===== config.mk =====
export PLATFORM = sky130hd
export DESIGN_NAME = simt_mask_ctrl
export DESIGN_NICKNAME = d
export VERILOG_FILES = /design/src/rtl/simt_mask_pkg.sv /design/src/rtl/simt_branch_eval.sv /design/src/rtl/simt_reconv_stack.sv /design/src/rtl/simt_mask_ctrl.sv
export SDC_FILE = /design/constraint.sdc
export NUM_CORES = 1
export LEC_CHECK = 0
export ABC_AREA = 1
export BUFFER_PORTS_ARGS = -buffer_cell sky130_fd_sc_hd__buf_4
export CAP_MARGIN = 0
export CORE_MARGIN = 2
export CORE_UTILIZATION = 55
export CTS_BUF_LIST = sky130_fd_sc_hd__clkbuf_4 sky130_fd_sc_hd__clkbuf_8 sky130_fd_sc_hd__clkbuf_16
export DETAILED_ROUTE_END_ITERATION = 8
export GPL_ROUTABILITY_DRIVEN = 0
export GPL_TIMING_DRIVEN = 0
export PLACE_DENSITY = 0.78
export REMOVE_ABC_BUFFERS = 1
export SLEW_MARGIN = 0
export SYNTH_ARGS = -nofsm -noshare
export SYNTH_HDL_FRONTEND = slang
export SYNTH_SLANG_ARGS = --single-unit

===== constraint.sdc =====
create_clock -name clk -period 7.85 [get_ports clk]
set_input_delay 0.785 -clock clk [delete_from_list [all_inputs] [get_ports clk]]
set_output_delay 0.785 -clock clk [all_outputs]
set_load 0.02 [all_outputs]

===== src/rtl/simt_mask_pkg.sv =====
package simt_mask_pkg;
  // outcome of one branch over the enabled lanes
  typedef enum logic [1:0] {
    BC_ALL_TAKEN = 2'd0,
    BC_NONE_TAKEN = 2'd1,
    BC_SPLIT = 2'd2
  } br_class_e;
endpackage


===== src/rtl/simt_branch_eval.sv =====
module simt_branch_eval
  import simt_mask_pkg::*;
#(
  parameter int LANES = 32
) (
  input  logic [LANES-1:0] active_i,
  input  logic [LANES-1:0] taken_i,
  output br_class_e        cls_o,
  output logic [LANES-1:0] t_mask_o,
  output logic [LANES-1:0] nt_mask_o
);
  always_comb begin
    t_mask_o  = active_i & taken_i;
    nt_mask_o = active_i & ~taken_i;
    if (nt_mask_o == '0)      cls_o = BC_ALL_TAKEN;
    else if (t_mask_o == '0)  cls_o = BC_NONE_TAKEN;
    else                      cls_o = BC_SPLIT;
  end
endmodule


===== src/rtl/simt_reconv_stack.sv =====
module simt_reconv_stack #(
  parameter int LANES = 32,
  parameter int PC_W  = 32,
  parameter int DEPTH = 8
) (
  input  logic             clk,
  input  logic             rst_n,
  input  logic             push_i,
  input  logic             take_i,
  input  logic             pop_i,
  input  logic [PC_W-1:0]  rc_i,
  input  logic [PC_W-1:0]  fl_i,
  input  logic [LANES-1:0] pm_i,
  input  logic [LANES-1:0] om_i,
  output logic [PC_W-1:0]  rc_o,
  output logic [PC_W-1:0]  fl_o,
  output logic [LANES-1:0] pm_o,
  output logic [LANES-1:0] om_o,
  output logic             pend_o,
  output logic             empty_o,
  output logic             full_o
);
  localparam int SP_W  = $clog2(DEPTH + 1);
  localparam int IDX_W = (DEPTH > 1) ? $clog2(DEPTH) : 1;

  logic [SP_W-1:0]  sp_q, sp_d;
  logic [PC_W-1:0]  rc_all [DEPTH];
  logic [PC_W-1:0]  fl_all [DEPTH];
  logic [LANES-1:0] pm_all [DEPTH];
  logic [LANES-1:0] om_all [DEPTH];
  logic [DEPTH-1:0] pend_all;
  logic [IDX_W-1:0] top_idx;

  assign empty_o = (sp_q == '0);
  assign full_o  = (sp_q == SP_W'(DEPTH));
  assign top_idx = empty_o ? '0 : IDX_W'(sp_q - 1'b1);

  for (genvar g = 0; g < DEPTH; g++) begin : g_ent
    logic [PC_W-1:0]  rc_q, fl_q;
    logic [LANES-1:0] pm_q, om_q;
    logic             pend_q;
    logic             wr_en, clr_en;

    assign wr_en  = push_i && (sp_q == SP_W'(g));
    assign clr_en = take_i && (sp_q == SP_W'(g + 1));

    always_ff @(posedge clk) begin
      if (wr_en) begin
        rc_q <= rc_i;
        fl_q <= fl_i;
        pm_q <= pm_i;
        om_q <= om_i;
      end
    end

    always_ff @(posedge clk or negedge rst_n) begin
      if (!rst_n)      pend_q <= 1'b0;
      else if (wr_en)  pend_q <= 1'b1;
      else if (clr_en) pend_q <= 1'b0;
    end

    assign rc_all[g]   = rc_q;
    assign fl_all[g]   = fl_q;
    assign pm_all[g]   = pm_q;
    assign om_all[g]   = om_q;
    assign pend_all[g] = pend_q;
  end

  assign rc_o   = rc_all[top_idx];
  assign fl_o   = fl_all[top_idx];
  assign pm_o   = pm_all[top_idx];
  assign om_o   = om_all[top_idx];
  assign pend_o = pend_all[top_idx] & ~empty_o;

  always_comb begin
    sp_d = sp_q;
    if (push_i && !full_o)      sp_d = sp_q + 1'b1;
    else if (pop_i && !empty_o) sp_d = sp_q - 1'b1;
  end

  always_ff @(posedge clk or negedge rst_n) begin
    if (!rst_n) sp_q <= '0;
    else        sp_q <= sp_d;
  end
endmodule


===== src/rtl/simt_mask_ctrl.sv =====
module simt_mask_ctrl
  import simt_mask_pkg::*;
#(
  parameter int LANES = 32,
  parameter int PC_W  = 32,
  parameter int DEPTH = 8,
  parameter int CNT_W = 16
) (
  input  logic             clk,
  input  logic             rst_n,
  input  logic             br_valid,
  input  logic [LANES-1:0] br_taken,
  input  logic [PC_W-1:0]  br_target_pc,
  input  logic [PC_W-1:0]  br_fall_pc,
  input  logic [PC_W-1:0]  br_reconv_pc,
  input  logic             path_done,
  output logic [LANES-1:0] active_mask,
  output logic [PC_W-1:0]  next_pc,
  output logic             diverged,
  output logic [CNT_W-1:0] div_count,
  output logic             ovf_err
);
  // reset: asserted at once, released after two edges
  logic [1:0] rst_pipe_q;
  logic       rst_s_n;
  always_ff @(posedge clk or negedge rst_n) begin
    if (!rst_n) rst_pipe_q <= 2'b00;
    else        rst_pipe_q <= {rst_pipe_q[0], 1'b1};
  end
  assign rst_s_n = rst_pipe_q[1];

  logic [LANES-1:0] mask_q, mask_d;
  logic [PC_W-1:0]  pc_q, pc_d;
  logic [CNT_W-1:0] cnt_q, cnt_d;
  logic             div_q, div_d, ovf_q, ovf_d;
  logic             upd_en;

  br_class_e        cls;
  logic [LANES-1:0] t_mask, nt_mask;

  logic             push, take, pop;
  logic [PC_W-1:0]  top_rc, top_fl;
  logic [LANES-1:0] top_pm, top_om;
  logic             top_pend, stk_empty, stk_full;

  simt_branch_eval #(.LANES(LANES)) u_eval (
    .active_i  (mask_q),
    .taken_i   (br_taken),
    .cls_o     (cls),
    .t_mask_o  (t_mask),
    .nt_mask_o (nt_mask)
  );

  simt_reconv_stack #(.LANES(LANES), .PC_W(PC_W), .DEPTH(DEPTH)) u_stack (
    .clk     (clk),
    .rst_n   (rst_s_n),
    .push_i  (push),
    .take_i  (take),
    .pop_i   (pop),
    .rc_i    (br_reconv_pc),
    .fl_i    (br_fall_pc),
    .pm_i    (nt_mask),
    .om_i    (mask_q),
    .rc_o    (top_rc),
    .fl_o    (top_fl),
    .pm_o    (top_pm),
    .om_o    (top_om),
    .pend_o  (top_pend),
    .empty_o (stk_empty),
    .full_o  (stk_full)
  );

  // next-state logic: a branch outranks path-done
  always_comb begin
    mask_d = mask_q;
    pc_d   = pc_q;
    cnt_d  = cnt_q;
    ovf_d  = ovf_q;
    div_d  = 1'b0;
    push   = 1'b0;
    take   = 1'b0;
    pop    = 1'b0;
    if (br_valid) begin
      unique case (cls)
        BC_ALL_TAKEN:  pc_d = br_target_pc;
        BC_NONE_TAKEN: pc_d = br_fall_pc;
        default: begin
          if (stk_full) begin
            ovf_d = 1'b1;
          end else begin
            push   = 1'b1;
            mask_d = t_mask;
            pc_d   = br_target_pc;
            div_d  = 1'b1;
            cnt_d  = cnt_q + 1'b1;
          end
        end
      endcase
    end else if (path_done && !stk_empty) begin
      if (top_pend) begin
        take   = 1'b1;
        mask_d = top_pm;
        pc_d   = top_fl;
      end else begin
        pop    = 1'b1;
        mask_d = top_om;
        pc_d   = top_rc;
      end
    end
  end

  assign upd_en = br_valid | path_done;

  always_ff @(posedge clk or negedge rst_s_n) begin
    if (!rst_s_n) begin
      mask_q <= '1;
      pc_q   <= '0;
      cnt_q  <= '0;
      ovf_q  <= 1'b0;
      div_q  <= 1'b0;
    end else begin
      div_q <= div_d;
      if (upd_en) begin
        mask_q <= mask_d;
        pc_q   <= pc_d;
        cnt_q  <= cnt_d;
        ovf_q  <= ovf_d;
      end
    end
  end

  assign active_mask = mask_q;
  assign next_pc     = pc_q;
  assign div_count   = cnt_q;
  assign diverged    = div_q;
  assign ovf_err     = ovf_q;
endmodule


==> run_results.csv, run 1 <==
group,metric,value,unit
setup_path,worstPathRequired,8160,ps
routing,ant_nets,0,
layout,drive_gt1_frac,0.132,
sta,period_share,0.716,
setup_path,cp_data_arrival_time,5920,ps
routing,drc_errors,0,
routing,wl_met1,47600,um
setup_path,crit_fanout,77,
sta,finalMaxSlewViolations,0,
yosys,yosys_most_used_dff,"edfxtp_1",
yosys,yosys.area.top_type,"edfxtp_1",
global_route,grt_pass1_vias,33600,
cts,cts_resized,0,
routing,vias_per_cell,5.62,
yosys,async_flop_share,0.0857,
global_route,grt_max_degree,203,
sta,tightest_slew,1260,ps
die,die_h,305,um
cts,cts_buffers,106,
layout,post-route-util,0.639,
power_and_ir_drop,power.density,210,mW/mm^2
routing,num_vias,34800,
sta,setup_ws,2230,ps
place,io_buffers,213,
sta,finClkSkew,25.2,ps
yosys,synthTopCellsByCount,"1199 x nand2_1, 1024 x edfxtp_1, 785 x nand3_1",
setup_path,crit_buf_inv,5,
min_path,min_path_type,"primary input to register",
cts,cts_sinks,1120,
yosys,synth_edf_count,1024,
global_route,grt.overflow.total,0,
routing,wire_per_inst,20.1,um
yosys,synth-seq-cells,1120,
yosys,synth_top_area_frac,0.618,
sta,finalSetupViolations,0,
place,dp.cells,5979,
cts,clock_path_buffers,3,
sta,rsz0062_at_grt,"no",
routing,drt_iter0_drc,3995,
yosys,synthCells,4743,
global_route,grt_use_total,0.265,
die,dieWidth,305,um
cts,cts_setup_buffers,0,
yosys,syn_area_per_cell,10.5,sq um
setup_path,critPathLaunchType,"primary input",
routing,highest-signal-layer,"met5",
yosys,syn-cell-area,0.0497,sq mm
yosys,yosysMostFrequentCell,"nand2_1",
cts,clk_pin_slew,60,ps
yosys,yosysWarnings,0,
routing,dr_wl_met3,11200,um
power_and_ir_drop,leakage,24.5,nW
cts,cts_tree,"yes",
setup_path,max_stage_delay,890,ps
die,ioPinCount,214,
yosys,ys_seq_area_frac,0.668,
global_route,antenna_found_initial,11,
routing,first_pass_iters,6,
setup_path,worst_setup_path_end_kind,"register",
power_and_ir_drop,power,12.0,mW
setup_path,slowest_stage,"buf_4",
routing,route.met2.wl,60500,um
place,dp_slack,1630,ps
die,rows,110,
sta,totalNegativeSetupSlack,0,ps
power_and_ir_drop,ir_drop,0.176,mV
die,coreArea,0.0897,sq mm
routing,routed_wl,124000,um
global_route,grt_pass1_wl,190000,um
cts,h-tree-depth,3,
cts,cts_root_buffer,"clkbuf_16",
sta,slew-limit-headroom,0.158,
layout,final_cells,6185,
setup_path,cpLargestDelayFamily,"buffers and inverters",
sta,hold_viol_final,0,
yosys,synthTopCellsByArea,"edfxtp_1 62%, nand2_1 9.1%, nand3_1 7.9%",
die,dieArea,0.0928,sq mm
run_status,status,"complete, no violations",
setup_path,path_cells,"buf_4, inv_2, nor2_1, nand3_2, inv_1, nand2_1, inv_8, buf_16",
layout,nFillCells,6472,
layout,finalNetCount,5050,
sta,achievable-frequency,178,MHz
run,drv_cap,0,
layout,area_growth_syn_to_layout,15.3,%
place,hpwl,70900,um
setup_path,crit_type,"primary input to register",
yosys,synth.distinct_cells,36,
sta,layout_min_cycle_time,5620,ps
die,start_util,0.554,
cts,worstSkewPairLatency,690,ps
## where the power goes
group / internal (mW) / switching, mW
registers: 6.48 / 0.0154
logic: 0.0821 / 0.137
clock network: 3.19 / 2.15
total: 9.74 / 2.30
## per-stage QoR
stage	area, sq um	hold slack, ps
global route	57300	323
floorplan	48400	331
finish	57300	328
CTS	57300	298
global placement	51400	335
detailed placement	53600	337
## sequential cells by signal, summed over array words and instances, names as in the netlist, 8 cells and up
name                  cells
u_stack.g_ent.rc_q      256
u_stack.g_ent.pm_q      256
u_stack.g_ent.om_q      256
div_count                16
u_stack.g_ent.fl_q      256
u_stack.g_ent.pend_q      8
active_mask              32
next_pc                  32
## cell type report
type | instances | area (sq um) | area share
Clock buffer | 155 | 3150 | 0.0549
Clock inverter | 44 | 572 | 0.00998
Multi-Input combinational cell | 2607 | 12500 | 0.218
Sequential cell | 1120 | 33200 | 0.579
Inverter | 745 | 2830 | 0.0494
Timing Repair Buffer | 332 | 3570 | 0.0623
Antenna cell | 6 | 15.0 | 0.000262
Tap cell | 1176 | 1470 | 0.0257
## repair_timing
item,in CTS,in global routing
hold buffers,1,0
endpoints found under the setup margin,0,0
endpoints found under the hold margin,2,0
## layer usage
metal  GRT usage  vias up
met3      0.0469      339
met2       0.443     1684
met4       0.121        8
li1            -    16200
met1       0.340    16600
met5           0        -
## cells in the final DEF, fill, tap and decap left out, drive strengths merged, types with 8 or more instances in the layout
cell | netlist | final
or2 | 67 | 67
bufinv | 0 | 12
dfrtp | 64 | 64
nor3 | 10 | 10
o211ai | 224 | 224
nand3 | 786 | 786
nand2 | 1202 | 1202
edfxtp | 1024 | 1024
xnor2 | 8 | 8
buf | 221 | 331
clkinv | 0 | 23
nor2 | 177 | 177
nand3b | 96 | 96
o21ai | 8 | 8
dfstp | 32 | 32
inv | 745 | 750
clkbuf | 50 | 155
xor2 | 11 | 11
## path summary, 6_finish.rpt
kind,startpoint,end,slack (ps),depth (start not counted)
min,br_reconv_pc[18],u_stack.g_ent[5].rc_q[18]$_DFFE_PP_,330,1
max reg2reg,active_mask[14]$_DFFE_PN1P_,u_stack.g_ent[7].fl_q[25]$_DFFE_PP_,2550,12
max in group asynchronous,rst_pipe_q[1]$_DFF_PN0_,next_pc[5]$_DFFE_PN0P_,6530,1
min in group asynchronous,rst_n,rst_pipe_q[1]$_DFF_PN0_,420,2
max,br_valid,u_stack.g_ent[7].fl_q[25]$_DFFE_PP_,2230,8
min reg2reg,rst_pipe_q[0]$_DFF_PN0_,rst_pipe_q[1]$_DFF_PN0_,340,0
## logic make-up (layout without fill, tap and decap cells)
family	count (synthesis)	in the layout	synth area share
adder cells (fa/ha/maj)	6	6	0.00151
flip-flops	1120	1120	0.668
AND/OR/NAND/NOR	2341	2341	0.208
AO/OA/AOI/OAI	240	240	0.0358
buffers and inverters	1016	1276	0.0833
other	1	7	0.0000754
XOR/XNOR	19	19	0.00335
Power figures use the tool's default switching activity.
==> inputs of run 2 (changes only) <==
ABC_AREA = 0   (was 1)
PLACE_DENSITY = 0.79   (was 0.78)
clock period = 5.28 ns   (was 7.85 ns; I/O delays follow)
==> run 2 against run 1 <==
Compared with the run above: via count is 13% lower; wire length increased by 1.3%; sequential power is 85% higher; flip-flop and latch count unchanged; global-route usage increased by 2.2 points; total power increased to 2.9 times the previous value; largest cell class unchanged; largest power group is now combinational logic; highest routed layer unchanged.
==> run_results.csv, run 2 <==
group,metric,value,unit
cts,cts_buffers,107,
yosys,synth_edf_count,1024,
place,dp.cells,4116,
routing,routed_wl,126000,um
die,dieArea,0.0860,sq mm
place,io_buffers,213,
min_path,min_path_type,"primary input to register",
cts,worstSkewPairLatency,670,ps
layout,post-route-util,0.642,
global_route,grt_pass1_wl,186000,um
setup_path,crit_fanout,107,
die,ioPinCount,214,
layout,nFillCells,5368,
setup_path,crit_type,"register to register",
yosys,synth-seq-cells,1120,
setup_path,path_cells,"buf_16, inv_8, buf_16, ha_4, or3b_4, buf_16, nand2_4, buf_16, a221o_2, buf_12, o211ai_1, o211ai_1",
cts,cts_tree,"yes",
layout,final_common_cell,"edfxtp_1",
setup_path,slowest_stage,"dfrtp_4",
global_route,antenna_found_initial,8,
run_status,status,"complete, no violations",
global_route,grt.overflow.total,0,
yosys,yosysWarnings,0,
sta,totalNegativeSetupSlack,0,ps
yosys,synth_top_area_frac,0.668,
routing,wire_per_inst,29.1,um
sta,tightest_slew,999,ps
routing,first_pass_iters,6,
die,die_h,293,um
cts,h-tree-depth,3,
setup_path,max_stage_delay,700,ps
sta,finalSetupViolations,0,
power_and_ir_drop,swShare,0.399,
yosys,synthTopCellsByCount,"1024 x edfxtp_1, 178 x clkbuf_1, 174 x nand2_1",
sta,rsz0062_at_grt,"no",
sta,layout_min_cycle_time,5180,ps
sta,achievable-frequency,193,MHz
setup_path,worstPathRequired,5830,ps
setup_path,reg2reg_slack,100,ps
cts,cts_sinks,1120,
routing,num_vias,30200,
setup_path,critPathLaunchType,"register",
routing,drc_errors,0,
die,dieWidth,293,um
yosys,syn-cell-area,0.0460,sq mm
routing,drt_iter0_drc,4001,
power_and_ir_drop,p_clk_frac,0.215,
sta,finClkSkew,26.5,ps
layout,multiInputGateArea,0.0119,sq mm
routing,vias_per_cell,6.98,
layout,ff_latch_area,0.0332,sq mm
sta,slew-limit-headroom,0.334,
setup_path,worst_setup_path_end_kind,"register",
global_route,grt_max_degree,108,
cts,clock_path_buffers,3,
yosys,yosys_most_used_dff,"edfxtp_1",
routing,ant_nets,0,
power_and_ir_drop,ir_drop,0.819,mV
power_and_ir_drop,p_comb_frac,0.444,
layout,layout_common_cells,"1024 x edfxtp_1, 216 x buf_4, 171 x nand2_1",
power_and_ir_drop,leakage,17.8,nW
yosys,synthCells,3014,
yosys,syn_area_per_cell,15.3,sq um
layout,finalNetCount,3292,
layout,area_growth_syn_to_layout,16.2,%
yosys,async_flop_share,0.0857,
yosys,synthTopCellsByArea,"edfxtp_1 67%, dfrtp_1 3.5%, mux2i_1 2.1%",
sta,finalMaxSlewViolations,0,
power_and_ir_drop,p_int,21.1,mW
yosys,yosysMostFrequentCell,"edfxtp_1",
sta,hold_viol_final,0,
power_and_ir_drop,p_seq_frac,0.341,
cts,clk_pin_slew,70,ps
die,rows,106,
cts,cts_root_buffer,"clkbuf_16",
setup_path,cp_data_arrival_time,5730,ps
layout,final_cells,4331,
sta,period_share,0.981,
yosys,yosys.area.top_type,"edfxtp_1",
die,coreArea,0.0833,sq mm
layout,drive_gt1_frac,0.198,
global_route,grt_pass1_vias,30600,
power_and_ir_drop,power.density,657,mW/mm^2
yosys,ys_seq_area_frac,0.721,
run,drv_cap,0,
yosys,synth.distinct_cells,65,
die,start_util,0.552,
setup_path,cp_common_cell,"buf_16",
global_route,grt_use_total,0.287,
place,hpwl,67900,um
power_and_ir_drop,power_switching,14.0,mW
[run 2: changes by cell type after synthesis, sizes merged, moves of 123 or more]
cell,previous run,this run
nand3,786,3
inv,745,3
clkbuf,50,178
nand2,1202,176
o21ai,8,131
buf,221,91
[run 2: through the flow]
| stage | instance area (sq um) | worst slack [ps] | hold WS [ps] | power [mW] |
|---|---|---|---|---|
| global route | 53500 | 33.9 | 71.4 | 36.4 |
| finish | 53500 | 103 | 83.7 | 35.1 |
| CTS | 53400 | 107 | 56.6 | 34.8 |
| global placement | 47800 | -55200 | 311 | 22.2 |
| floorplan | 44800 | -18830 | 232 | 19.6 |
| detailed placement | 49900 | -1250 | 312 | 27.0 |
[run 2: worst max-delay path: cells and delay by family (launching register included)]
kind	cells	cell delay, ps
compound gates	3	800
fa+ha+maj	1	290
buf+inv	6	2130
flops	1	700
simple gates	2	1010
[run 2: cell families (layout without fill, tap and decap cells)]
logic type,count (synthesis),in the layout,share of synthesized area
compound gates,836,836,0.146
xor+xnor,19,19,0.00378
fa+ha+maj,6,6,0.00163
buf+inv,272,498,0.0259
flops,1120,1120,0.721
mux,132,132,0.0302
other cells,1,8,0.0000815
simple gates,628,632,0.0713
[run 2: worst paths after layout]
path | start | to | cells past startpoint
worst min register to register | rst_pipe_q[1]$_DFF_PN0_ | u_stack.sp_q[2]$_DFFE_PN0P_ | 0
worst max-delay path | u_stack.sp_q[0]$_DFFE_PN0P_ | active_mask[2]$_DFFE_PN1P_ | 12
worst min-delay path | br_reconv_pc[20] | u_stack.g_ent[2].rc_q[20]$_DFFE_PP_ | 1
worst max register to register | u_stack.sp_q[0]$_DFFE_PN0P_ | active_mask[2]$_DFFE_PN1P_ | 12
max in group asynchronous | rst_pipe_q[1]$_DFF_PN0_ | active_mask[1]$_DFFE_PN1P_ | 1
min in group asynchronous | rst_n | rst_pipe_q[1]$_DFF_PN0_ | 2
[run 2: repair_timing]
| item | 4_1_cts | 5_1_grt |
|---|---|---|
| buffers inserted | 3 | 1 |
| hold buffers | 1 | 0 |
| pin swaps | 1 | 2 |
| setup endpoints to repair | 76 | 5 |
| gates resized for setup | 1 | 2 |
| hold endpoints to repair | 2 | 0 |
| gates cloned | 3 | 1 |
[run 2: power groups by stage]
stage / logic (mW) / registers [mW] / clock network, mW
3_3_place_gp: 9.82 / 12.3 / 0
3_5_place_dp: 14.8 / 12.1 / 0
2_1_floorplan: 7.18 / 12.4 / 0
5_1_grt: 16.4 / 12.1 / 7.95
6_report: 15.6 / 12.0 / 7.56
4_1_cts: 15.2 / 11.9 / 7.59
[run 2: layout make-up]
| class | count | share of cell area |
|---|---|---|
| Multi-Input combinational cell | 1626 | 0.222 |
| Timing Repair Buffer | 296 | 0.0660 |
| Clock buffer | 136 | 0.0553 |
| Inverter | 3 | 0.000398 |
| Antenna cell | 7 | 0.000328 |
| Clock inverter | 63 | 0.0102 |
| Sequential cell | 1120 | 0.621 |
| Tap cell | 1080 | 0.0253 |
[run 2: layer usage]
metal  vias up  GRT usage  wire [um]
li1      12600          -          -
met4         6      0.146       5370
met2      2143      0.467      61000
met5         -          0         42
met3       380     0.0584      13600
met1     15100      0.368      45800
